### config.mk
export PLATFORM = sky130hd
export DESIGN_NAME = gpio_irq_ctrl
export DESIGN_NICKNAME = d
export VERILOG_FILES = /design/src/rtl/gpioc_pkg.sv /design/src/rtl/gpioc_sync.sv /design/src/rtl/gpioc_pin.sv /design/src/rtl/gpioc_irq_group.sv /design/src/rtl/gpio_irq_ctrl.sv
export SDC_FILE = /design/constraint.sdc
export NUM_CORES = 1
export LEC_CHECK = 0
export BUFFER_PORTS_ARGS = -buffer_cell sky130_fd_sc_hd__buf_2
export CAP_MARGIN = 40
export CORE_UTILIZATION = 50
export CTS_BUF_LIST = sky130_fd_sc_hd__clkbuf_8
export DETAILED_ROUTE_END_ITERATION = 8
export GPL_TIMING_DRIVEN = 0
export PLACE_DENSITY = 0.71
export SLEW_MARGIN = 25
export SYNTH_ARGS = -nofsm -noshare
export SYNTH_HDL_FRONTEND = slang
export SYNTH_SLANG_ARGS = --single-unit
### constraint.sdc
create_clock -name clk -period 2.4 [get_ports clk]
set_input_delay 0.12 -clock clk [delete_from_list [all_inputs] [get_ports clk]]
set_output_delay 0.12 -clock clk [all_outputs]
set_load 0.005 [all_outputs]
### src/rtl/gpioc_pkg.sv
package gpioc_pkg;
  localparam int OCTL_BITS = 6;
  localparam int MODE_BITS = 2;

  typedef enum logic [1:0] {
    EDGE_OFF  = 2'd0,
    EDGE_FALL = 2'd1,
    EDGE_RISE = 2'd2,
    EDGE_BOTH = 2'd3
  } edge_mode_e;

  typedef struct packed {
    logic       dir_out;
    logic       push_pull;
    logic       pull_en;
    logic [1:0] pull_sel;
    logic       value;
  } octl_t;
endpackage

### src/rtl/gpioc_sync.sv
module gpioc_sync #(
  parameter int STAGES = 2
) (
  input  logic clk,
  input  logic rst,
  input  logic d,
  output logic q
);
  logic [STAGES-1:0] chain;

  always_ff @(posedge clk) begin
    if (rst) chain <= '0;
    else     chain <= {chain[STAGES-2:0], d};
  end

  assign q = chain[STAGES-1];
endmodule

### src/rtl/gpioc_pin.sv
module gpioc_pin
  import gpioc_pkg::*;
#(
  parameter int SYNC_STAGES = 2
) (
  input  logic       clk,
  input  logic       rst,
  input  logic       octl_we,
  input  logic       ictl_we,
  input  logic [7:0] wdata,
  input  logic       pad_in,
  output octl_t      octl,
  output edge_mode_e mode,
  output logic       level,
  output logic       evt,
  output logic       pad_out,
  output logic       pad_oe
);
  logic prev;
  logic rise, fall;

  gpioc_sync #(.STAGES(SYNC_STAGES)) sync_i (
    .clk(clk), .rst(rst), .d(pad_in), .q(level)
  );

  always_ff @(posedge clk) begin
    if (rst) begin
      octl <= '0;
      mode <= EDGE_OFF;
      prev <= 1'b0;
    end else begin
      prev <= level;
      if (octl_we) octl <= octl_t'(wdata[OCTL_BITS-1:0]);
      if (ictl_we) mode <= edge_mode_e'(wdata[MODE_BITS:1]);
    end
  end

  assign rise = level & ~prev;
  assign fall = ~level & prev;
  assign evt  = (mode[1] & rise) | (mode[0] & fall);

  assign pad_oe  = octl.dir_out & (octl.push_pull | ~octl.value);
  assign pad_out = octl.value & octl.push_pull;

  a_r4_input_released : assert property (@(posedge clk) disable iff (rst)
    !octl.dir_out |-> !pad_oe);
  a_r4_od_high_released : assert property (@(posedge clk) disable iff (rst)
    (octl.dir_out && !octl.push_pull && octl.value) |-> !pad_oe);
  a_r5_off_no_event : assert property (@(posedge clk) disable iff (rst)
    (mode == EDGE_OFF) |-> !evt);
  a_r6_rise_only : assert property (@(posedge clk) disable iff (rst)
    (mode == EDGE_RISE && evt) |-> level);
endmodule

### src/rtl/gpioc_irq_group.sv
module gpioc_irq_group #(
  parameter int W = 7
) (
  input  logic         clk,
  input  logic         rst,
  input  logic [W-1:0] evt,
  input  logic         clr_we,
  input  logic         mask_we,
  input  logic [W-1:0] wdata,
  output logic [W-1:0] status,
  output logic [W-1:0] mask,
  output logic         pend
);
  logic [W-1:0] clr_bits;

  assign clr_bits = clr_we ? wdata : '0;

  always_ff @(posedge clk) begin
    if (rst) begin
      status <= '0;
      mask   <= '1;
    end else begin
      status <= (status & ~clr_bits) | evt;
      if (mask_we) mask <= wdata;
    end
  end

  assign pend = |(status & ~mask);

  a_r7_w1c_clears : assert property (@(posedge clk) disable iff (rst)
    clr_we |=> ((status & $past(wdata & ~evt)) == '0));
  a_r8_set_wins : assert property (@(posedge clk) disable iff (rst)
    (|evt) |=> ((status & $past(evt)) == $past(evt)));
endmodule

### src/rtl/gpio_irq_ctrl.sv
module gpio_irq_ctrl
  import gpioc_pkg::*;
#(
  parameter int NUM_PINS    = 13,
  parameter int GRP0_PINS   = 7,
  parameter int ADDR_W      = 8,
  parameter int OCTL_BASE   = 32,
  parameter int STAT_BASE   = 8,
  parameter int MASK_BASE   = 10,
  parameter int SYNC_STAGES = 2
) (
  input  logic                  clk,
  input  logic                  rst,
  input  logic [ADDR_W-1:0]     bus_addr,
  input  logic [7:0]            bus_wdata,
  input  logic                  bus_wr,
  input  logic                  bus_rd,
  output logic [7:0]            bus_rdata,
  input  logic [NUM_PINS-1:0]   pad_in,
  output logic [NUM_PINS-1:0]   pad_out,
  output logic [NUM_PINS-1:0]   pad_oe,
  output logic [NUM_PINS-1:0]   pad_pull_en,
  output logic [2*NUM_PINS-1:0] pad_pull_sel,
  output logic [NUM_PINS-1:0]   pad_push_pull,
  output logic                  irq_out
);
  localparam int GRP1_PINS = NUM_PINS - GRP0_PINS;
  localparam int ICTL_BASE = OCTL_BASE + NUM_PINS;

  octl_t         octl_a  [NUM_PINS];
  edge_mode_e    mode_a  [NUM_PINS];
  logic [NUM_PINS-1:0] level, evt;
  logic [GRP0_PINS-1:0] stat0, mask0;
  logic [GRP1_PINS-1:0] stat1, mask1;
  logic pend0, pend1;
  logic [7:0] rd_nxt;

  for (genvar p = 0; p < NUM_PINS; p++) begin : g_pin
    logic ow, iw;
    assign ow = bus_wr && (bus_addr == ADDR_W'(OCTL_BASE + p));
    assign iw = bus_wr && (bus_addr == ADDR_W'(ICTL_BASE + p));

    gpioc_pin #(.SYNC_STAGES(SYNC_STAGES)) pin_i (
      .clk(clk), .rst(rst), .octl_we(ow), .ictl_we(iw), .wdata(bus_wdata),
      .pad_in(pad_in[p]), .octl(octl_a[p]), .mode(mode_a[p]),
      .level(level[p]), .evt(evt[p]), .pad_out(pad_out[p]), .pad_oe(pad_oe[p])
    );

    assign pad_pull_en[p]        = octl_a[p].pull_en;
    assign pad_pull_sel[2*p +: 2] = octl_a[p].pull_sel;
    assign pad_push_pull[p]      = octl_a[p].push_pull;
  end

  gpioc_irq_group #(.W(GRP0_PINS)) grp0_i (
    .clk(clk), .rst(rst), .evt(evt[GRP0_PINS-1:0]),
    .clr_we (bus_wr && bus_addr == ADDR_W'(STAT_BASE)),
    .mask_we(bus_wr && bus_addr == ADDR_W'(MASK_BASE)),
    .wdata(bus_wdata[GRP0_PINS-1:0]),
    .status(stat0), .mask(mask0), .pend(pend0)
  );

  gpioc_irq_group #(.W(GRP1_PINS)) grp1_i (
    .clk(clk), .rst(rst), .evt(evt[NUM_PINS-1:GRP0_PINS]),
    .clr_we (bus_wr && bus_addr == ADDR_W'(STAT_BASE + 1)),
    .mask_we(bus_wr && bus_addr == ADDR_W'(MASK_BASE + 1)),
    .wdata(bus_wdata[GRP1_PINS-1:0]),
    .status(stat1), .mask(mask1), .pend(pend1)
  );

  always_comb begin
    rd_nxt = '0;
    for (int p = 0; p < NUM_PINS; p++) begin
      if (bus_addr == ADDR_W'(OCTL_BASE + p)) rd_nxt = {2'b00, octl_a[p]};
      if (bus_addr == ADDR_W'(ICTL_BASE + p)) rd_nxt = {5'b0, mode_a[p], level[p]};
    end
    if (bus_addr == ADDR_W'(STAT_BASE))     rd_nxt = 8'(stat0);
    if (bus_addr == ADDR_W'(STAT_BASE + 1)) rd_nxt = 8'(stat1);
    if (bus_addr == ADDR_W'(MASK_BASE))     rd_nxt = 8'(mask0);
    if (bus_addr == ADDR_W'(MASK_BASE + 1)) rd_nxt = 8'(mask1);
  end

  always_ff @(posedge clk) begin
    if (rst) begin
      bus_rdata <= '0;
      irq_out   <= 1'b0;
    end else begin
      if (bus_rd) bus_rdata <= rd_nxt;
      irq_out <= pend0 | pend1;
    end
  end

  a_r10_irq_has_source : assert property (@(posedge clk) disable iff (rst)
    irq_out |-> ($past(|stat0) || $past(|stat1)));
  a_r9_masked_quiet : assert property (@(posedge clk) disable iff (rst)
    ((&mask0) && (&mask1)) |=> !irq_out);
endmodule

Word-level counts from Yosys, hierarchy flattened --
Index checks and enable logic that the tools add are counted. W data, S select, Z words.
Operators by class: eq/ne operators 30, mux-type cells 32, bitwise operators 154, reductions and logical operators 32
Operators by type and width (count):
- $mux W8 | 29
- $eq A8 B6 Y1 const B | 26
- $and A1 B1 Y1 | 78
- $not A1 Y1 | 39
- $eq A8 B4 Y1 const B | 4
- $logic_and A1 B1 Y1 | 30
- $or A1 B1 Y1 | 27
- $and A7 B7 Y7 | 2
- $not A7 Y7 | 2
- $and A6 B6 Y6 | 2
- $mux W6 | 2
- $not A6 Y6 | 2
- $mux W7 | 1
- $or A7 B7 Y7 | 1
- $reduce_or A7 Y1 | 1
- $or A6 B6 Y6 | 1
- $reduce_or A6 Y1 | 1
Word-level totals: register bits after elaboration 178, input port bits 33, output and inout bits 87, logic and storage cells 358

Logic depth before layout (Yosys ltp) --
Gate-level depths: netlist of the first run.
depth after elaboration 31, mapped depth 10, depth with buffers taken out 7

Hierarchy --
A second synthesis of the first run with hierarchy kept.
Unflattened totals: cells, all modules 968, area total of the unflattened synthesis 8603.3 sq um
By module, submodules not included:
- gpioc_pin | times used 13, cells an instance 34, area an instance 346.6 sq um, seq. area each 180.2 sq um
- gpio_irq_ctrl | times used 1, cells an instance 359, area an instance 2387.3 sq um, seq. area each 160.2 sq um
- gpioc_sync | times used 13, cells an instance 4, area an instance 52.6 sq um, seq. area each 40.0 sq um
- gpioc_irq_group (grp0_i) | times used 1, cells an instance 61, area an instance 556.8 sq um, seq. area each 280.3 sq um
- gpioc_irq_group (grp1_i) | times used 1, cells an instance 54, area an instance 470.5 sq um, seq. area each 240.2 sq um

Worst setup path after synthesis of the first run --
No wires, ideal clock.
kind in2reg, from input port bus_addr[4], to register bus_rdata[0], setup time 116 ps, arrival time 1750 ps, required time 2284 ps, slack 534 ps, stages on the path 8, buffers on the path 1, cell sequence or4b_1 buf_6 nor2_1 a32oi_1 a2bb2oi_1 o21ai_0 a21oi_1 o211a_1
On the way: longest elaborated chain between the ends 31, elaborated cells between the ends (all ways) 60, classes of those cells eq/ne (30); mux (30)
Ends and longest elaborated chain:
- start: declaration | RTL line gpio_irq_ctrl.sv:14 | input logic [ADDR_W-1:0] bus_addr,
- $eq A8 B6 Y1 | RTL line gpio_irq_ctrl.sv:73 | if (bus_addr == ADDR_W'(OCTL_BASE + p)) rd_nxt = {2'b00, octl_a[p]};
- $mux W6 | RTL line gpio_irq_ctrl.sv:73
- $mux W8 | RTL line gpio_irq_ctrl.sv:74 | if (bus_addr == ADDR_W'(ICTL_BASE + p)) rd_nxt = {5'b0, mode_a[p], level[p]};
- $mux W8 | RTL line gpio_irq_ctrl.sv:73
- $mux W8 | RTL line gpio_irq_ctrl.sv:74
- $mux W8 | RTL line gpio_irq_ctrl.sv:73
- $mux W8 | RTL line gpio_irq_ctrl.sv:74
- $mux W8 | RTL line gpio_irq_ctrl.sv:73
- [... 15 more ...]
- $mux W8 | RTL line gpio_irq_ctrl.sv:73
- $mux W8 | RTL line gpio_irq_ctrl.sv:74
- $mux W8 | RTL line gpio_irq_ctrl.sv:73
- $mux W8 | RTL line gpio_irq_ctrl.sv:74
- $mux W8 | RTL line gpio_irq_ctrl.sv:76 | if (bus_addr == ADDR_W'(STAT_BASE)) rd_nxt = 8'(stat0);
- $mux W8 | RTL line gpio_irq_ctrl.sv:77 | if (bus_addr == ADDR_W'(STAT_BASE + 1)) rd_nxt = 8'(stat1);
- $mux W8 | RTL line gpio_irq_ctrl.sv:78 | if (bus_addr == ADDR_W'(MASK_BASE)) rd_nxt = 8'(mask0);
- $mux W8 (*) | RTL line gpio_irq_ctrl.sv:79 | if (bus_addr == ADDR_W'(MASK_BASE + 1)) rd_nxt = 8'(mask1);
- end signal: assignment | RTL line gpio_irq_ctrl.sv:87 | if (bus_rd) bus_rdata <= rd_nxt;
- end: declaration | RTL line gpio_irq_ctrl.sv:18 | output logic [7:0] bus_rdata,
Every way passes the cells marked *; elsewhere a longest branch is shown, timed or not. A chain may end at the register's enable or synchronous reset.

Worst setup path after layout of the first run --
from input port bus_addr[6], to register bus_rdata[1]
Same word-level chain as after synthesis.

==> results.sh, run 1 <==
export IMPL_ys_types=64
export IMPL_num_io_pins=120
export IMPL_synth_top_flop_cell="dfxtp_1"
export IMPL_critical_path_class="input port to register"
export IMPL_ys_ff_latch=177
export IMPL_grt_pass1_vias=7876
export IMPL_status="finished clean"
export IMPL_critPathBufInv=2
export IMPL_routedWlPerCell_um=21.6
export IMPL_drtIter0Drc=1058
export IMPL_fillers=1647
export IMPL_synthArstFlopShare_pct=0
export IMPL_avgViaCountPerCell=5.92
export IMPL_syn_nets=1158
export IMPL_cts_sinks=177
export IMPL_slew_violations=0
export IMPL_instances_no_fill=1513
export IMPL_synth_area_top_cells="dfxtp_1 40%, buf_4 6.7%, a21oi_1 6.5%"
export IMPL_maxCapViolations=0
export IMPL_placed_cells=1463
export IMPL_hp_start="bus_wdata[4]"
export IMPL_crit_slowest_cell="nand4bb_1"
export IMPL_peakVddDrop_uv=462
export IMPL_synthCells=1125
export IMPL_crit_top_cell="o21ai_0"
export IMPL_avgSynthCellArea_um2=7.85
export IMPL_r2r_end="bus_rdata[1]"
export IMPL_timing_final_ws_setup_ps=193
export IMPL_ant_nets=0
export IMPL_cp_start_kind="input port"
export IMPL_synth_edf_count=0
export IMPL_wirelength_mm=32.7
export IMPL_power_leakage_nw=4.11
export IMPL_cp_arrival_ps=2550
export IMPL_rows=48
export IMPL_finalSetupViolations=0
export IMPL_diodes=0
export IMPL_slew_headroom_pct=34.6
export IMPL_period_needed_ps=2210
export IMPL_r2r_slack_ps=370
export IMPL_post_synth_top_count_cell="dfxtp_1"
export IMPL_slowest_delay_ps=550
export IMPL_skew_ps=14.6
export IMPL_cts_root_buf="clkbuf_8"
export IMPL_antenna_found_initial=0
export IMPL_port_buffer_count=111
export IMPL_yosys_warnings=0
export IMPL_cts_max_path_buffers=2
export IMPL_drive_gt1_share_pct=20.3
export IMPL_rsz0062_at_grt="no"
export IMPL_ys_top_cells_by_count="177 x dfxtp_1, 122 x nand2_1, 114 x a21oi_1"
export IMPL_hpwl_mm=24.1
export IMPL_grt_pass1_wl_mm=48.0
export IMPL_die_x_um=135
export IMPL_fmax_ghz=0.453
export IMPL_grt_max_degree=19
export IMPL_routabilityCongestion=0.991
export IMPL_path_clk_slew_ps=100
export IMPL_cts_tree="yes"
export IMPL_vias=8956
export IMPL_crit_path_max_fanout=10
export IMPL_power_density_nw_per_um2=544
export IMPL_cp_top_family="compound AO/OA/AOI/OAI gates"
export IMPL_worstPathCellList="buf_2 > nand4bb_1 > nor2_1 > clkbuf_1 > a32oi_1 > o21ai_0 > o22ai_1 > o21ai_0 > a31oi_1"
export IMPL_coreArea_um2=17300
export IMPL_rr_startpoint="g_pin[0].pin_i.octl[1]"
export IMPL_min_path_type="input port to register"
export IMPL_die_area_um2=18200
export IMPL_min_period_over_period_pct=91.9
export IMPL_whs_path_depth=3
export IMPL_grt_util_all_layers_pct=36.5
export IMPL_htree_num_levels=4
export IMPL_post_synth_top_area_fraction_pct=40.1
export IMPL_grt_overflow=0
export IMPL_start_util_pct=51.1
export IMPL_syn_area_um2=8830
export IMPL_first_pass_iters=6
export IMPL_whs_endpoint="g_pin[5].pin_i.octl[4]"
export IMPL_end_kind="register"
export IMPL_cts_buffers_inserted=17
export IMPL_tns_ps=0
export IMPL_clkLatencyLatePin_ps=490
export IMPL_fp_dieH_um=135
export IMPL_seq_area_frac_synth_pct=40.1
export IMPL_worstPathRequired_ps=2740
export IMPL_nNetsFinal=1308
export IMPL_hold_viol_final=0
export IMPL_place_ws_ps=-302
export IMPL_post_cts_buffers=0
export IMPL_drc=0
export IMPL_worstMarginPinSlew_ps=981
export IMPL_area_growth_pct=16.3
export IMPL_synth_top_area_cell="dfxtp_1"
export IMPL_ff2ff_path_depth=5
## power breakdown
part / internal (mW) / switching, mW / leakage [nW] / total [mW]
logic: 0.129 / 0.332 / 2.48 / 0.462
registers: 2.97 / 0.0227 / 1.43 / 2.99
clock network: 0.873 / 1.27 / 0.196 / 2.14
total: 3.97 / 1.62 / 4.11 / 5.59
## stage by stage
step / hold WS, ps / util, % / cell area, um2 / total power, mW
finish: 10.4 / 59.4 / 10300 / 5.59
CTS: 82.7 / 59.1 / 10200 / 5.55
global placement: 326 / 55.9 / 9670 / 3.47
detailed placement: 332 / 56.0 / 9690 / 3.47
floorplan: 248 / - / 8830 / 3.28
global route: 19.5 / 59.4 / 10300 / 5.75
## how the worst max path moves through the flow
| stage | startpoint | endpoint | cells after the start |
|---|---|---|---|
| global placement | bus_addr[3] | bus_rdata[1] | 8 |
| finish | bus_addr[6] | bus_rdata[1] | 9 |
| CTS | bus_addr[4] | bus_rdata[5] | 9 |
| floorplan | bus_addr[4] | bus_rdata[0] | 8 |
| global route | bus_addr[3] | bus_rdata[2] | 10 |
| detailed placement | bus_addr[0] | bus_rdata[0] | 9 |
## per-layer routing
| layer | wire length (um) | GRT usage [%] |
|---|---|---|
| met4 | 1140 | 16.9 |
| met5 | 0 | 0 |
| met2 | 14000 | 52.8 |
| met3 | 3390 | 9.50 |
| met1 | 14200 | 50.6 |
## cell usage in the layout (no fill, tap or decap), types with 46 or more instances in the layout
cell / Yosys / routed
buf_4: 79 / 80
nor2b_1: 46 / 46
nor2_1: 110 / 110
clkbuf_1: 53 / 53
o21ai_0: 52 / 52
buf_2: 13 / 124
dfxtp_1: 177 / 177
nand3_1: 70 / 70
nand2_1: 122 / 122
a21oi_1: 114 / 114
## cell type report
cell class,count,area [um2],share of cell area (%)
inverters,40,150,1.46
repair buffers,131,752,7.32
clock inverters,15,163,1.58
plain buffers,155,917,8.93
clock buffers,17,234,2.28
multi-input cells,753,4230,41.2
flip-flops and latches,177,3540,34.5
well taps,225,282,2.74
## cells by family after synthesis
kind of cell	count (synthesis)	share of synthesized area, %
AOI/OAI and AO/OA	290	20.3
buffers and inverters	195	12.1
DFF	177	40.1
muxes	24	3.16
other	1	0.0424
and+or+nand+nor	438	24.3
## sequential cells by signal (all words and copies together), names as in the netlist
name	flops
grp1_i.status	6
g_pin.pin_i.octl	78
g_pin.pin_i.mode	26
bus_rdata	7
g_pin.pin_i.prev	13
g_pin.pin_i.sync_i.chain	26
irq_out	1
grp0_i.mask	7
grp0_i.status	7
grp1_i.mask	6
## what timing repair did
| item | 4_1_cts | 5_1_grt |
|---|---|---|
| hold buffers | 14 | 0 |
| setup endpoints to repair | 0 | 2 |
| endpoints found under the hold margin | 14 | 0 |
| gates resized for setup | 0 | 2 |
## worst reg2reg max path: stages, from the launching register on
cell	delay (ps)
dfxtp_1	390
o21ai_0	100
a2111oi_0	660
o221a_2	350
o21ai_0	210
a31oi_1	250
Power figures use the tool's default switching activity.
==> run 2: changes to the inputs <==
Settings changed: REMOVE_ABC_BUFFERS set to 1.
==> results.sh, run 2 (synthesis results as in run 1) <==
export IMPL_routabilityCongestion=0.924
export IMPL_final_common_cell="dfxtp_1"
export IMPL_peakVddDrop_uv=331
export IMPL_final_cell_area_um2=9610
export IMPL_maxCapViolations=0
export IMPL_hpwl_mm=18.7
export IMPL_fillers=1649
export IMPL_grt_max_degree=122
export IMPL_cp_arrival_ps=2730
export IMPL_cts_tree="yes"
export IMPL_area_growth_pct=8.78
export IMPL_end_kind="register"
export IMPL_grt_pass1_wl_mm=41.3
export IMPL_post_cts_buffers=0
export IMPL_antenna_found_initial=0
export IMPL_routedWlPerCell_um=19.6
export IMPL_p_switching_mw=1.46
export IMPL_drive_gt1_share_pct=15.7
export IMPL_min_period_over_period_pct=96.0
export IMPL_largest_register_ffs=78
export IMPL_die_area_um2=18200
export IMPL_drc=0
export IMPL_worstPathRequired_ps=2820
export IMPL_finalSetupViolations=0
export IMPL_power_leakage_nw=3.66
export IMPL_start_util_pct=51.1
export IMPL_num_io_pins=120
export IMPL_diodes=0
export IMPL_avgViaCountPerCell=6.04
export IMPL_coreArea_um2=17300
export IMPL_final_cell_mix="177 x dfxtp_1, 122 x nand2_1, 116 x buf_2"
export IMPL_cts_max_path_buffers=2
export IMPL_cts_buffers_inserted=17
export IMPL_die_x_um=135
export IMPL_drtIter0Drc=977
export IMPL_ant_nets=0
export IMPL_pwr_share_comb_pct=6.8
export IMPL_hold_viol_final=0
export IMPL_nNetsFinal=1168
export IMPL_dpl_cell_area_um2=8900
export IMPL_place_ws_ps=-558
export IMPL_critical_path_class="input port to register"
export IMPL_min_path_type="input port to register"
export IMPL_htree_num_levels=4
export IMPL_clock_power_share_pct=42.0
export IMPL_power_density_nw_per_um2=607
export IMPL_skew_ps=14.5
export IMPL_vias=8288
export IMPL_grt_overflow=0
export IMPL_status="finished clean"
export IMPL_p_total_mw=5.83
export IMPL_largestRegisters="g_pin.pin_i.octl x78, g_pin.pin_i.mode x26, g_pin.pin_i.sync_i.chain x26"
export IMPL_port_buffer_count=117
export IMPL_clkLatencyLatePin_ps=490
export IMPL_slowest_delay_ps=610
export IMPL_swShare_pct=25.0
export IMPL_max_flop_register="g_pin.pin_i.octl"
export IMPL_timing_final_ws_setup_ps=94.8
export IMPL_cp_start_kind="input port"
export IMPL_p_int_mw=4.37
export IMPL_rsz0062_at_grt="no"
export IMPL_fmax_ghz=0.434
export IMPL_crit_path_max_fanout=35
export IMPL_slew_violations=0
export IMPL_cts_root_buf="clkbuf_8"
export IMPL_crit_slowest_cell="nor3_2"
export IMPL_pwr_share_seq_pct=51.2
export IMPL_first_pass_iters=9
export IMPL_slew_headroom_pct=41.8
export IMPL_grt_pass1_vias=7347
export IMPL_path_clk_slew_ps=100
export IMPL_cts_sinks=177
export IMPL_worstPathCellList="buf_2 > buf_12 > nand2b_1 > nor3_2 > nor2_1 > o31a_1 > a2111oi_0 > o211a_1"
export IMPL_fp_dieH_um=135
export IMPL_grt_util_all_layers_pct=29.9
export IMPL_wirelength_mm=27.0
export IMPL_period_needed_ps=2310
export IMPL_rows=48
export IMPL_worstMarginPinSlew_ps=871
## run 2: cell count changes in the layout (fill, tap and decap cells not counted), sizes merged
cell | previous run | this run
clkinvlp | 3 | 2
dlygate4sd3 | 14 | 21
buf | 219 | 123
clkdlybuf4s15 | 0 | 1
inv | 47 | 42
clkbuf | 70 | 19
clkinv | 4 | 5
bufinv | 1 | 5
## run 2: repair_timing
action	CTS	global route
endpoints found under the setup margin	3	1
hold endpoints to repair	38	0
hold buffers	21	0
gates resized for setup	2	1
## run 2: through the flow
stage               hold slack, ps  instances  TNS (ps)  util, %
detailed placement             332       1318    -12420     51.5
global route                  9.70       1373         0     55.6
floorplan                      187        970     -8410        -
finish                        15.4       1373         0     55.6
global placement               326       1312   -112920     50.8
CTS                           4.06       1371         0     55.4
## run 2: path summary, 6_finish.rpt
path / start / endpoint / slack (ps) / cells after the start
worst max-delay path: bus_addr[1] / bus_rdata[0] / 90 / 8
worst min-delay path: bus_wdata[0] / g_pin[5].pin_i.octl[0] / 20 / 3
worst max register to register: g_pin[0].pin_i.octl[3] / bus_rdata[3] / 250 / 6
worst min register to register: g_pin[9].pin_i.sync_i.chain[0] / g_pin[9].pin_i.sync_i.chain[1] / 440 / 1
## run 2: worst max-delay path, delay by kind of cell
kind | cells | cell delay [ps]
buffers and inverters | 2 | 600
AO/OA/AOI/OAI | 3 | 960
AND/OR/NAND/NOR | 3 | 1030
## run 2: power by group through the flow
stage / Clock, mW / Combinational [mW] / Sequential [mW]
3_3_place_gp: 0 / 0.338 / 3.05
6_report: 2.45 / 0.394 / 2.99
5_1_grt: 2.58 / 0.417 / 2.99
4_1_cts: 2.47 / 0.383 / 2.99
2_1_floorplan: 0 / 0.130 / 3.05
3_5_place_dp: 0 / 0.356 / 3.06
## run 2: layout make-up
cell class / count / area (um2) / area share [%]
clock inverter: 14 / 226 / 2.36
timing repair buffer: 146 / 915 / 9.52
inverter: 40 / 150 / 1.56
tap: 225 / 282 / 2.93
sequential: 177 / 3540 / 36.9
multi-input combinational: 753 / 4250 / 44.2
clock buffer: 18 / 248 / 2.58
## run 2: layer usage
| metal | up-vias | global-route usage, % | share of wire [%] |
|---|---|---|---|
| li1 | 3868 | - | - |
| met1 | 3945 | 42.0 | 44 |
| met2 | 426 | 45.7 | 45 |
| met3 | 49 | 4.65 | 7.9 |
| met4 | 0 | 12.0 | 2.8 |
| met5 | - | 0 | 0 |
==> run 3: changes to the inputs <==
Settings changed: CELL_PAD_IN_SITES_DETAIL_PLACEMENT set to 0, CELL_PAD_IN_SITES_GLOBAL_PLACEMENT set to 1, CORE_ASPECT_RATIO set to 1.4, CORE_UTILIZATION 50 to 44, PLACE_DENSITY 0.71 to not set, PLACE_DENSITY_LB_ADDON set to 0.1, RECOVER_POWER set to 100.
==> results.sh, run 3 (synthesis results as in run 1) <==
export IMPL_status="finished clean"
export IMPL_finalSetupViolations=0
export IMPL_start_util_pct=44.7
export IMPL_maxCapViolations=0
export IMPL_postLayoutCoreUtil_pct=47.6
export IMPL_crit_slowest_cell="a221oi_1"
export IMPL_diodes=0
export IMPL_cts_sinks=177
export IMPL_routabilityCongestion=0.889
export IMPL_place_ws_ps=-731
export IMPL_ff2ff_path_depth=6
export IMPL_cts_buffers_inserted=17
export IMPL_grt_util_all_layers_pct=28.8
export IMPL_drc=0
export IMPL_hold_viol_final=0
export IMPL_cp_start_kind="input port"
export IMPL_final_cell_mix="177 x dfxtp_1, 122 x nand2_1, 114 x a21oi_1"
export IMPL_rows=61
export IMPL_slew_headroom_pct=44.5
export IMPL_p_total_mw=5.43
export IMPL_antenna_found_initial=0
export IMPL_power_leakage_nw=3.35
export IMPL_htree_num_levels=4
export IMPL_num_io_pins=120
export IMPL_ant_nets=0
export IMPL_timing_final_ws_setup_ps=6.07
export IMPL_end_kind="register"
export IMPL_fp_dieH_um=170
export IMPL_die_area_um2=20700
export IMPL_worstPathCellList="buf_2 > buf_12 > nand2b_1 > nor3_4 > a221oi_1 > nand2_1 > a211oi_1 > a211o_1 > a21oi_1"
export IMPL_wirelength_mm=29.3
export IMPL_min_path_type="input port to register"
export IMPL_fmax_ghz=0.418
export IMPL_clkLatencyLatePin_ps=470
export IMPL_nNetsFinal=1160
export IMPL_avgViaCountPerCell=5.77
export IMPL_cts_max_path_buffers=2
export IMPL_largest_register_ffs=78
export IMPL_hpwl_mm=20.8
export IMPL_cts_root_buf="clkbuf_8"
export IMPL_tns_ps=0
export IMPL_path_clk_slew_ps=100
export IMPL_cts_tree="yes"
export IMPL_slew_violations=0
export IMPL_peakVddDrop_uv=326
export IMPL_slowest_delay_ps=480
export IMPL_die_x_um=122
export IMPL_drtIter0Drc=722
export IMPL_largestRegisters="g_pin.pin_i.octl x78, g_pin.pin_i.mode x26, g_pin.pin_i.sync_i.chain x26"
export IMPL_whs_ps=34.6
export IMPL_first_pass_iters=6
export IMPL_max_flop_register="g_pin.pin_i.octl"
export IMPL_grt_pass1_wl_mm=44.4
export IMPL_grt_max_degree=88
export IMPL_min_period_over_period_pct=99.7
export IMPL_whs_path_depth=2
export IMPL_worstPathRequired_ps=2730
export IMPL_rsz0062_at_grt="no"
export IMPL_critical_path_class="input port to register"
export IMPL_routedWlPerCell_um=21.0
export IMPL_vias=8037
export IMPL_port_buffer_count=117
export IMPL_power_density_nw_per_um2=577
export IMPL_cp_arrival_ps=2730
export IMPL_period_needed_ps=2390
export IMPL_worstMarginPinSlew_ps=833
export IMPL_area_growth_pct=6.53
export IMPL_skew_ps=9.66
export IMPL_coreArea_um2=19800
export IMPL_final_common_cell="dfxtp_1"
export IMPL_grt_pass1_vias=7445
export IMPL_crit_path_max_fanout=33
export IMPL_drive_gt1_share_pct=11.1
export IMPL_grt_overflow=0
[run 3: cell count changes in the layout (fill, tap and decap cells not counted), sizes merged]
cell / before / now
buf: 123 / 74
bufinv: 5 / 1
clkbuf: 19 / 69
clkdlybuf4s15: 1 / 0
clkinv: 5 / 6
clkinvlp: 2 / 3
dlygate4sd3: 21 / 14
inv: 42 / 43
[run 3: critical path, delay by kind of cell]
| family | cells | cell delay [ps] |
|---|---|---|
| AOI/OAI and AO/OA | 4 | 1200 |
| and+or+nand+nor | 3 | 740 |
| buffers and inverters | 2 | 640 |
[run 3: through the flow]
step | instances | cell area [um2]
final | 1392 | 9410
after floorplan | 970 | 7920
after detailed placement | 1345 | 8940
after global routing | 1392 | 9410
after CTS | 1391 | 9460
after global placement | 1339 | 8820
[run 3: area by class of cell]
class / count / area, um2
Clock buffer: 19 / 262
Inverter: 40 / 150
Sequential cell: 177 / 3540
Clock inverter: 13 / 123
Multi-Input combinational cell: 753 / 4250
Timing Repair Buffer: 138 / 773
Fill cell: 2097 / 10400
Tap cell: 252 / 315
[run 3: metal layers]
metal	share of wire, %	vias to the layer above	track usage, %
met2	51	278	50.3
met1	41	3864	34.8
li1	-	3833	-
met4	3.6	0	12.1
met3	4.5	62	4.17
met5	0	-	0
[run 3: path summary, 6_finish.rpt]
path                               endpoint                           start  slack (ps)
min                  g_pin[3].pin_i.octl[3]                             rst          30
max                            bus_rdata[5]                     bus_addr[1]           6
min reg2reg  g_pin[1].pin_i.sync_i.chain[1]  g_pin[1].pin_i.sync_i.chain[0]         440
max reg2reg                    bus_rdata[5]          g_pin[3].pin_i.octl[5]         180
[run 3: repair_timing]
action,4_1_cts,5_1_grt
buffers inserted,0,0
resized for setup,1,3
hold buffers,14,0
endpoints found under the setup margin,6,9
hold endpoints to repair,14,0
[run 3: power by group]
part	switching, mW	internal, mW
registers	0.0221	2.97
clock network	1.16	0.892
logic	0.277	0.116
